**config.mk**
```make
export PLATFORM = sky130hd
export DESIGN_NAME = irsir_modem
export DESIGN_NICKNAME = d
export VERILOG_FILES = /design/src/rtl/irsir_pkg.sv /design/src/rtl/irsir_ctrl.sv /design/src/rtl/irsir_dp.sv /design/src/rtl/irsir_modem.sv
export SDC_FILE = /design/constraint.sdc
export NUM_CORES = 1
export LEC_CHECK = 0
export ABC_AREA = 1
export CAP_MARGIN = 10
export CORE_ASPECT_RATIO = 1.75
export CORE_MARGIN = 3
export CORE_UTILIZATION = 48
export CTS_CLUSTER_DIAMETER = 150
export DETAILED_ROUTE_END_ITERATION = 12
export PLACE_DENSITY_LB_ADDON = 0.05
export SLEW_MARGIN = 20
export SYNTH_ARGS = -nofsm -noshare
export SYNTH_HDL_FRONTEND = slang
export SYNTH_SLANG_ARGS = --single-unit
```
**constraint.sdc**
```tcl
create_clock -name clk -period 5.65 [get_ports clk]
set_input_delay 1.13 -clock clk [delete_from_list [all_inputs] [get_ports clk]]
set_output_delay 1.13 -clock clk [all_outputs]
set_load 0.01 [all_outputs]
```
**src/rtl/irsir_pkg.sv**
```systemverilog
package irsir_pkg;
  localparam int DIV_W = 16;
  localparam int BYTE_W = 8;
  localparam int PHASE_W = 4;
  localparam int PULSE_PHASE = 7;
  localparam int PCNT_W = DIV_W + 2;
  localparam int STR_W = DIV_W + PHASE_W;

  typedef struct packed {
    logic tick;
    logic pulseStart;
  } modemStrb_t;
endpackage

```
**src/rtl/irsir_ctrl.sv**
```systemverilog
module irsir_ctrl
  import irsir_pkg::*;
#(
  parameter int RESET_DIV = 96
) (
  input  logic                 clk,
  input  logic                 rstN,
  input  logic [BYTE_W-1:0]    divByte,
  input  logic                 loadLo,
  input  logic                 loadHi,
  input  logic                 uartTxd,
  output modemStrb_t           strb,
  output logic [DIV_W-1:0]     effDiv
);
  logic [DIV_W-1:0]   divReg;
  logic [DIV_W-1:0]   divCnt;
  logic [PHASE_W-1:0] phase;
  logic               txdPrev;
  logic               txEdge;
  logic               tick;

  always_ff @(posedge clk or negedge rstN) begin
    if (!rstN) begin
      divReg <= DIV_W'(RESET_DIV);
    end else begin
      if (loadLo) divReg[BYTE_W-1:0] <= divByte;
      if (loadHi) divReg[DIV_W-1:BYTE_W] <= divByte;
    end
  end

  assign effDiv = (divReg == '0) ? DIV_W'(1) : divReg;
  assign tick   = (divCnt >= effDiv - DIV_W'(1));

  always_ff @(posedge clk or negedge rstN) begin
    if (!rstN) divCnt <= '0;
    else if (tick) divCnt <= '0;
    else divCnt <= divCnt + DIV_W'(1);
  end

  assign txEdge = uartTxd ^ txdPrev;

  always_ff @(posedge clk or negedge rstN) begin
    if (!rstN) begin
      txdPrev <= 1'b1;
      phase   <= '0;
    end else begin
      txdPrev <= uartTxd;
      if (txEdge) phase <= '0;
      else if (tick) phase <= phase + PHASE_W'(1);
    end
  end

  assign strb.tick       = tick;
  assign strb.pulseStart = tick && !txEdge && !uartTxd &&
                           (phase == PHASE_W'(PULSE_PHASE - 1));

  // a tick is followed by a quiet cycle when the divisor is above 2 and held
  p_tick_spacing_r2: assert property (@(posedge clk) disable iff (!rstN)
    tick && (effDiv > DIV_W'(2)) && !loadLo && !loadHi |=> !tick);

  // without a level change, phase advances by one on each tick
  p_phase_walk_r4: assert property (@(posedge clk) disable iff (!rstN)
    tick && !txEdge |=> phase == $past(phase) + PHASE_W'(1));
endmodule

```
**src/rtl/irsir_dp.sv**
```systemverilog
module irsir_dp
  import irsir_pkg::*;
#(
  parameter int PULSE_CYC = 24
) (
  input  logic             clk,
  input  logic             rstN,
  input  modemStrb_t       strb,
  input  logic [DIV_W-1:0] effDiv,
  input  logic             uartTxd,
  input  logic             txIrEn,
  input  logic             pulseFixed,
  input  logic             txInvert,
  input  logic             rxIrEn,
  input  logic             rxInvert,
  input  logic             irRxPin,
  output logic             irTxPin,
  output logic             uartRxd
);
  logic [PCNT_W-1:0] pulseCnt;
  logic [PCNT_W-1:0] widthSel;
  logic              pulseOn;
  logic              sync1, sync2, rxPrev, rxLevel, rxRise;
  logic [STR_W-1:0]  stretchCnt;

  assign widthSel = pulseFixed ? PCNT_W'(PULSE_CYC)
                               : ({2'b00, effDiv} + {1'b0, effDiv, 1'b0});

  always_ff @(posedge clk or negedge rstN) begin
    if (!rstN) pulseCnt <= '0;
    else if (!txIrEn) pulseCnt <= '0;
    else if (strb.pulseStart) pulseCnt <= widthSel;
    else if (pulseCnt != '0) pulseCnt <= pulseCnt - PCNT_W'(1);
  end

  assign pulseOn = (pulseCnt != '0);
  assign irTxPin = txIrEn ? (pulseOn ^ txInvert) : (uartTxd ^ txInvert);

  always_ff @(posedge clk or negedge rstN) begin
    if (!rstN) begin
      sync1  <= 1'b0;
      sync2  <= 1'b0;
      rxPrev <= 1'b1;
    end else begin
      sync1  <= irRxPin;
      sync2  <= sync1;
      rxPrev <= rxLevel;
    end
  end

  assign rxLevel = sync2 ^ rxInvert;
  assign rxRise  = rxLevel & ~rxPrev;

  always_ff @(posedge clk or negedge rstN) begin
    if (!rstN) stretchCnt <= '0;
    else if (!rxIrEn) stretchCnt <= '0;
    else if (rxRise) stretchCnt <= {effDiv, {PHASE_W{1'b0}}};
    else if (stretchCnt != '0) stretchCnt <= stretchCnt - STR_W'(1);
  end

  assign uartRxd = rxIrEn ? (stretchCnt == '0) : rxLevel;

  // a pulse only begins inside a zero bit
  p_pulse_in_zero_r3: assert property (@(posedge clk) disable iff (!rstN)
    $rose(pulseOn) |-> $past(!uartTxd));

  // a running pulse counts down one per cycle
  p_pulse_countdown_r5: assert property (@(posedge clk) disable iff (!rstN)
    txIrEn && (pulseCnt > PCNT_W'(1)) && !strb.pulseStart
      |=> pulseCnt == $past(pulseCnt) - PCNT_W'(1));

  // a detected receive pulse pulls the UART input low
  p_rx_stretch_r8: assert property (@(posedge clk) disable iff (!rstN)
    rxIrEn && rxRise |=> !uartRxd);
endmodule

```
**src/rtl/irsir_modem.sv**
```systemverilog
module irsir_modem
  import irsir_pkg::*;
#(
  parameter int RESET_DIV = 96,
  parameter int PULSE_CYC = 24
) (
  input  logic        clk,
  input  logic        rstN,
  input  logic [7:0]  divByte,
  input  logic        divLoadLo,
  input  logic        divLoadHi,
  input  logic        pulseFixed,
  input  logic        txIrEn,
  input  logic        rxIrEn,
  input  logic        txInvert,
  input  logic        rxInvert,
  input  logic        uartTxd,
  output logic        uartRxd,
  output logic        baudTick,
  output logic        irTxPin,
  input  logic        irRxPin
);
  modemStrb_t       strb;
  logic [DIV_W-1:0] effDiv;

  irsir_ctrl #(.RESET_DIV(RESET_DIV)) u_ctrl (
    .clk     (clk),
    .rstN    (rstN),
    .divByte (divByte),
    .loadLo  (divLoadLo),
    .loadHi  (divLoadHi),
    .uartTxd (uartTxd),
    .strb    (strb),
    .effDiv  (effDiv)
  );

  irsir_dp #(.PULSE_CYC(PULSE_CYC)) u_dp (
    .clk        (clk),
    .rstN       (rstN),
    .strb       (strb),
    .effDiv     (effDiv),
    .uartTxd    (uartTxd),
    .txIrEn     (txIrEn),
    .pulseFixed (pulseFixed),
    .txInvert   (txInvert),
    .rxIrEn     (rxIrEn),
    .rxInvert   (rxInvert),
    .irRxPin    (irRxPin),
    .irTxPin    (irTxPin),
    .uartRxd    (uartRxd)
  );

  assign baudTick = strb.tick;
endmodule

```
==> Word-level counts from Yosys, hierarchy flattened <==
Index checks and enable logic that the tools add are counted.
{ "classes": {"shift": 0, "multipliers": 0, "muxes": 13, "n_lt_le_gt_ge": 1, "eq_ne": 3, "bitwise": 6, "n_reduce_logical": 10, "n_addsub": 6, "n_div": 0} }
{ "ops": {"columns": ["cell", "n"], "rows": [
  ["18-bit two-way mux", 4],
  ["20-bit two-way mux", 3],
  ["16-bit two-way mux", 2],
  ["20-bit logical NOT", 1],
  ["20-bit nonzero test", 1],
  ["20-bit by 1-bit subtractor with 20-bit output (second input constant)", 1],
  ["16-bit by 17-bit adder with 18-bit output", 1],
  ["18-bit nonzero test", 1],
  ["18-bit by 1-bit subtractor with 18-bit output (second input constant)", 1],
  ["16-bit by 1-bit adder with 16-bit output (second input constant)", 1],
  ["16-bit >= comparator", 1],
  ["16-bit logical NOT", 1],
  ["16-bit by 1-bit subtractor with 16-bit output (second input constant)", 1],
  ["4-bit two-way mux", 2],
  ["3-bit by 1-bit != test with 1-bit output (second input constant)", 2],
  ["4-bit by 1-bit adder with 4-bit output (second input constant)", 1],
  ["4-bit by 3-bit == test with 1-bit output (second input constant)", 1],
  ["1-bit XOR", 4],
  ["1-bit logical AND", 3],
  ["1-bit logical NOT", 2],
  ["1-bit two-way mux", 2],
  ["2-bit nonzero test", 1],
  ["1-bit AND", 1],
  ["1-bit inverter", 1]
]} }
{ "totals": {"memories": 0, "word_cells": 49, "reg_bits": 78, "mem_bits_ro": 0, "output_inout_bits": 3, "latchBits": 0, "ram_bits": 0, "inputBits": 19} }

==> Longest topological paths before layout <==
Gate-level depths: netlist (run 1).
{ "depth": {"word_depth": 9, "ltp_mapped": 30, "mapped_depth_nobuf": 29} }

==> Hierarchy <==
Synthesis (run 1) repeated with hierarchy kept, for this count alone.
{ "hier_totals": {"hier_cells": 877, "area_unflattened_um2": 6190.9} }
{ "modules_own_cells": {"columns": ["module", "instances", "seq_area_each_um2", "cells_per_inst", "area_each_um2"], "rows": [
  ["irsir_dp", 1, 1027.2, 553, 3639.7],
  ["irsir_ctrl", 1, 929.6, 324, 2551.2]
]} }

==> Worst setup path after synthesis (run 1) <==
OpenSTA, ideal clock, no wires.
{ "synth_timing": {"path_kind": "register -> output", "from": "register u_ctrl.divReg[6]", "to": "output port baudTick", "t_arrival_ns": 3.383, "slack_ns": 1.137, "t_required_ns": 4.520, "path_buffers": 3, "path_stages_with_launch": 25, "cell_sequence": "dfstp_2 > inv_1 > ha_1 > nand3_1 > nor3_1 > nand3_1 > inv_1 > buf_4 > nor2_1 > inv_1 > ha_1 > a21oi_1 > o221a_2 > o21ai_2 > nand2_1 > nand2_1 > nand2_1 > nand2_1 > ha_1 > nand4_1 > nor3_1 > nand2_1 > nand2_2 > buf_2 > buf_2"} }
{ "synth_between": {"elab_chain_len": 4} }
{ "synth_lines": {"columns": ["item", "line", "source"], "rows": [
  ["start, declared", "irsir_ctrl.sv:15", "logic [DIV_W-1:0] divReg;"],
  ["start signal, assigned", "irsir_ctrl.sv:24", "divReg <= DIV_W'(RESET_DIV);"],
  ["start signal, assigned by index", "irsir_ctrl.sv:26", "if (loadLo) divReg[BYTE_W-1:0] <= divByte;"],
  ["start signal, assigned by index", "irsir_ctrl.sv:27", "if (loadHi) divReg[DIV_W-1:BYTE_W] <= divByte;"],
  ["16-bit logical NOT", "irsir_ctrl.sv:31", "assign effDiv = (divReg == '0) ? DIV_W'(1) : divReg;"],
  ["16-bit two-way mux *", "irsir_ctrl.sv:31", null],
  ["16-bit by 1-bit subtractor with 16-bit output *", "irsir_ctrl.sv:32", "assign tick = (divCnt >= effDiv - DIV_W'(1));"],
  ["16-bit >= comparator *", "irsir_ctrl.sv:32", null],
  ["end, declared", "irsir_modem.sv:19", "output logic baudTick,"]
]} }
Every way passes the cells marked *; elsewhere a longest branch is shown, timed or not.

==> Worst setup path in the final report (run 1) <==
{ "layout_timing": {"from": "register u_ctrl.divReg[4]", "to": "output port baudTick"} }
The elaborated chain is that of the path after synthesis.

==> results.ini, run 1 <==
[run_status]
status=complete, no violations

[routing]
ant_nets=0
drcViolationCount=0
firstDrtPassIters=5
wire_per_inst_um=15.4
drt-total-wl_um=16600
vias_per_cell=5.24
drtIter0Drc=283
vias=5649

[setup_path]
cpMostUsedCell=nand2_1
crit_type=reg -> out
critical_path.max_stage_delay_ns=0.53
end_kind=output pin
start_kind=flip-flop
required_ns=4.52
reg2reg_depth=28
cp_num_buf_inv=5
crit_chain=inv_1, ha_1, nand3_1, nor3_1, nand3_2, nand2_4, clkinvlp_4, ha_1, inv_1, a21boi_0, inv_1, nand2_1, nand2_1, nand2_1, nand2_1, nor2_2, nand3_1, xor2_1, ha_1, nand4_1, nor3_1, nand2_1, nand2_2, clkdlybuf4s50_1
timing.rr.start=u_ctrl.divReg[4]$_DFFE_PN0P_
path_depth=24
rr_endpoint=u_dp.pulseCnt[4]$_DFFE_PN0P_
worstPathMaxFanout=5
crit_end=baudTick
r2r_slack_ns=0.86
crit_family=simple AND/OR/NAND/NOR gates
crit_start=u_ctrl.divReg[4]$_DFFE_PN0P_
critPathArrivalTime_ns=4.24
slowest_stage=clkdlybuf4s50_1

[cts]
clock-root-buffer=clkbuf_16
cts_hold_buffers=0
cts_tree=done
clkSinkCount=78
clk_pin_slew_ns=0.06
h-tree-depth=3
cts_made_buffers=9
clock_latency_ns=0.35
clk_path_buf_depth=2

[global_routing]
grtUsageTotal_pct=23.9
grt_pass1_wl_um=27300
grt-ovfl-total=0
grt_pass1_vias=5767
antenna_found_initial=0
grt_max_degree=79

[synth]
yosys.cell_types.count=44
postSynthCellCount=872
yosysSeqAreaShare_pct=31.4
yosys_register_bits=78
syn-cell-area_um2=6230
ys_warn_count=0
avgSynthCellArea_um2=7.14
synthesis.nets=952

[cells_and_area]
antennaDiodeCount=0
drive_above_1_share_pct=10.2
stdcell_area_um2=7020
nets=985
n_fill_cell=1253
syn2layout_area_growth_pct=12.7

[sta]
hold_violations=0
fin_crit_sh_pct=95.0
fin_worst_skew_ns=0.00986
tns_ns=0
finalCriticalPeriod_ns=5.37
slew_violations=0
worstMarginPinSlew_ns=0.748
max_slew_margin_pct=49.9
max_freq_mhz=186
setup_viol=0
rsz0062_at_grt=no

[power_and_ir_drop]
powerDensity_nw_per_um2=363
swShare_pct=43.1
netSwitchingPower_mw=1.10
p_comb_share_pct=46.7
p_leak_nw=3.54
ir_drop_mv=0.220
p_seq_share_pct=31.6
finalPower_mw=2.55
p_int_mw=1.45
clkPwrFrac_pct=21.7

[floorplan]
core_area_um2=12600
die_w_um=92.1
dieArea_um2=14400
initial_utilization_pct=49.6
ios=22
die_h_um=157
placementRows=54

[flow_run]
maxCapViolations=0

[placement]
placed_cell_area_um2=6650
hpwl_um=12900
port_buffers=21
gp_congestion=0.940

[hold_path]
hold_class=reg -> reg

## state kept, by name, summed over array words and instances, names as in the netlist
| register | count |
|---|---|
| u_ctrl.phase | 4 |
| u_ctrl.divCnt | 16 |
| u_dp.pulseCnt | 18 |
| u_ctrl.divReg | 16 |
| u_dp.sync1 | 1 |
| u_dp.rxPrev | 1 |
| u_dp.stretchCnt | 20 |
| u_dp.sync2 | 1 |
| u_ctrl.txdPrev | 1 |
## cell type report
type / instances / area [um2] / area share, %
Clock buffer: 11 / 243 / 3.46
Clock inverter: 5 / 33.8 / 0.481
Inverter: 123 / 469 / 6.68
Multi-Input combinational cell: 656 / 3770 / 53.7
Sequential cell: 78 / 1960 / 27.9
Tap cell: 168 / 210 / 2.99
Timing Repair Buffer: 37 / 340 / 4.85
## cells by family (layout without fill, tap and decap cells)
logic type                 Yosys count  count (layout)  share of synthesized area [%]
and+or+nand+nor                    422             422                           30.3
buffers and inverters              138             176                           8.72
AOI/OAI and AO/OA                  132             132                           11.4
DFF                                 78              78                           31.4
adders and majority gates           61              61                           12.4
xor gates and xnor gates            41              41                           5.76
## power by group through the flow
stage / registers, mW / logic (mW) / clock network (mW)
final: 0.806 / 1.19 / 0.552
after floorplan: 0.787 / 0.928 / 0
after CTS: 0.807 / 1.19 / 0.564
after global routing: 0.828 / 1.37 / 0.586
after detailed placement: 0.816 / 1.18 / 0
after global placement: 0.811 / 1.16 / 0
## cells in the final DEF (no fill, tap or decap), types with 4 or more instances in the layout
cell type and instances:
nand2_1 192, nand2_2 5, dfstp_2 4, clkbuf_16 9
inv_1 115, clkinvlp_4 4, buf_4 16, nor4_1 4
nor2_1 109, inv_2 6, ha_1 60, nor3_1 15
a21oi_1 48, a211oi_1 4, nand3_2 6, xnor2_1 12
nand3_1 42, nor2_2 18, nor2_4 5, nand4_1 12
xor2_1 29, o21ai_0 63, clkdlybuf4s50_1 20, dfrtp_1 74
## through the flow
stage | setup slack (ns) | hold slack (ns) | cells | utilization [%]
after CTS | 0.0197 | 0.368 | 1073 | 55.1
after detailed placement | 0.423 | 0.360 | 1057 | 52.9
final | 0.283 | 0.360 | 1078 | 55.9
after floorplan | 1.14 | 0.331 | 872 | -
after global placement | 0.483 | 0.345 | 1057 | 52.9
after global routing | 0.0251 | 0.371 | 1078 | 55.9
## per-layer routing
layer	track usage [%]	wire (um)	vias to the layer above	share of wire (%)
met5	0	0	-	0
met3	3.13	354	48	2.1
li1	-	-	2865	-
met2	45.3	9020	90	54
met4	12.3	747	0	4.5
met1	25.6	6490	2646	39
## worst min-delay path by stage
stage	startpoint	to	slack, ns	cells past startpoint
6_report	u_dp.sync1$_DFF_PN0_	u_dp.sync2$_DFF_PN0_	0.36	0
2_1_floorplan	u_dp.sync1$_DFF_PN0_	u_dp.sync2$_DFF_PN0_	0.33	0
4_1_cts	u_dp.sync1$_DFF_PN0_	u_dp.sync2$_DFF_PN0_	0.37	0
3_3_place_gp	u_dp.sync1$_DFF_PN0_	u_dp.sync2$_DFF_PN0_	0.34	0
5_1_grt	u_dp.sync1$_DFF_PN0_	u_dp.sync2$_DFF_PN0_	0.37	0
3_5_place_dp	u_dp.sync1$_DFF_PN0_	u_dp.sync2$_DFF_PN0_	0.36	0
## synthesized netlist by cell type (all sizes together)
master,count,share of area [%]
a21oi,50,4.1
nand2,200,13
nor3,17,1.5
xor2,29,4.1
o22ai,2,0.20
and2,1,0.10
o21bai,3,0.36
o21a,1,0.12
buf,11,1.1
a211oi,4,0.48
a21o,1,0.12
nand4,14,1.6
ha,60,12
nor2,132,8.9
fa,1,0.32
inv,123,7.4
xnor2,12,1.7
dfstp,4,1.7
a21boi,1,0.12
clkbuf,4,0.24
dfrtp,74,30
o21ai,66,5.4
nor4,6,0.94
o211ai,3,0.36
or2,4,0.40
o221a,1,0.18
nand3,48,4.3
## repair_timing
action | CTS | global route
buffers inserted | 0 | 4
setup endpoints to repair | 0 | 1
gates resized for setup | 0 | 14
## worst reg2reg max path: cells and delay by family, from the launching register on
family                   cells  cell delay [ns]
AND/OR/NAND/NOR             16             2.18
buffers and inverters        6             0.93
adder cells (fa/ha/maj)      3             0.69
AO/OA/AOI/OAI                2             0.45
flip-flops                   1             0.39
XOR/XNOR                     1             0.09
Power figures use the tool's default switching activity.
==> run 2, diff against run 1 <==
--- a/config.mk
+++ b/config.mk
@@ -6,7 +6,7 @@
 export NUM_CORES = 1
 export LEC_CHECK = 0
 export ABC_AREA = 1
-export CAP_MARGIN = 10
+export CAP_MARGIN = 20
 export CORE_ASPECT_RATIO = 1.75
 export CORE_MARGIN = 3
 export CORE_UTILIZATION = 48
==> results of run 2 <==
No change in the layout: final DEF, timing and power equal those of run 1.
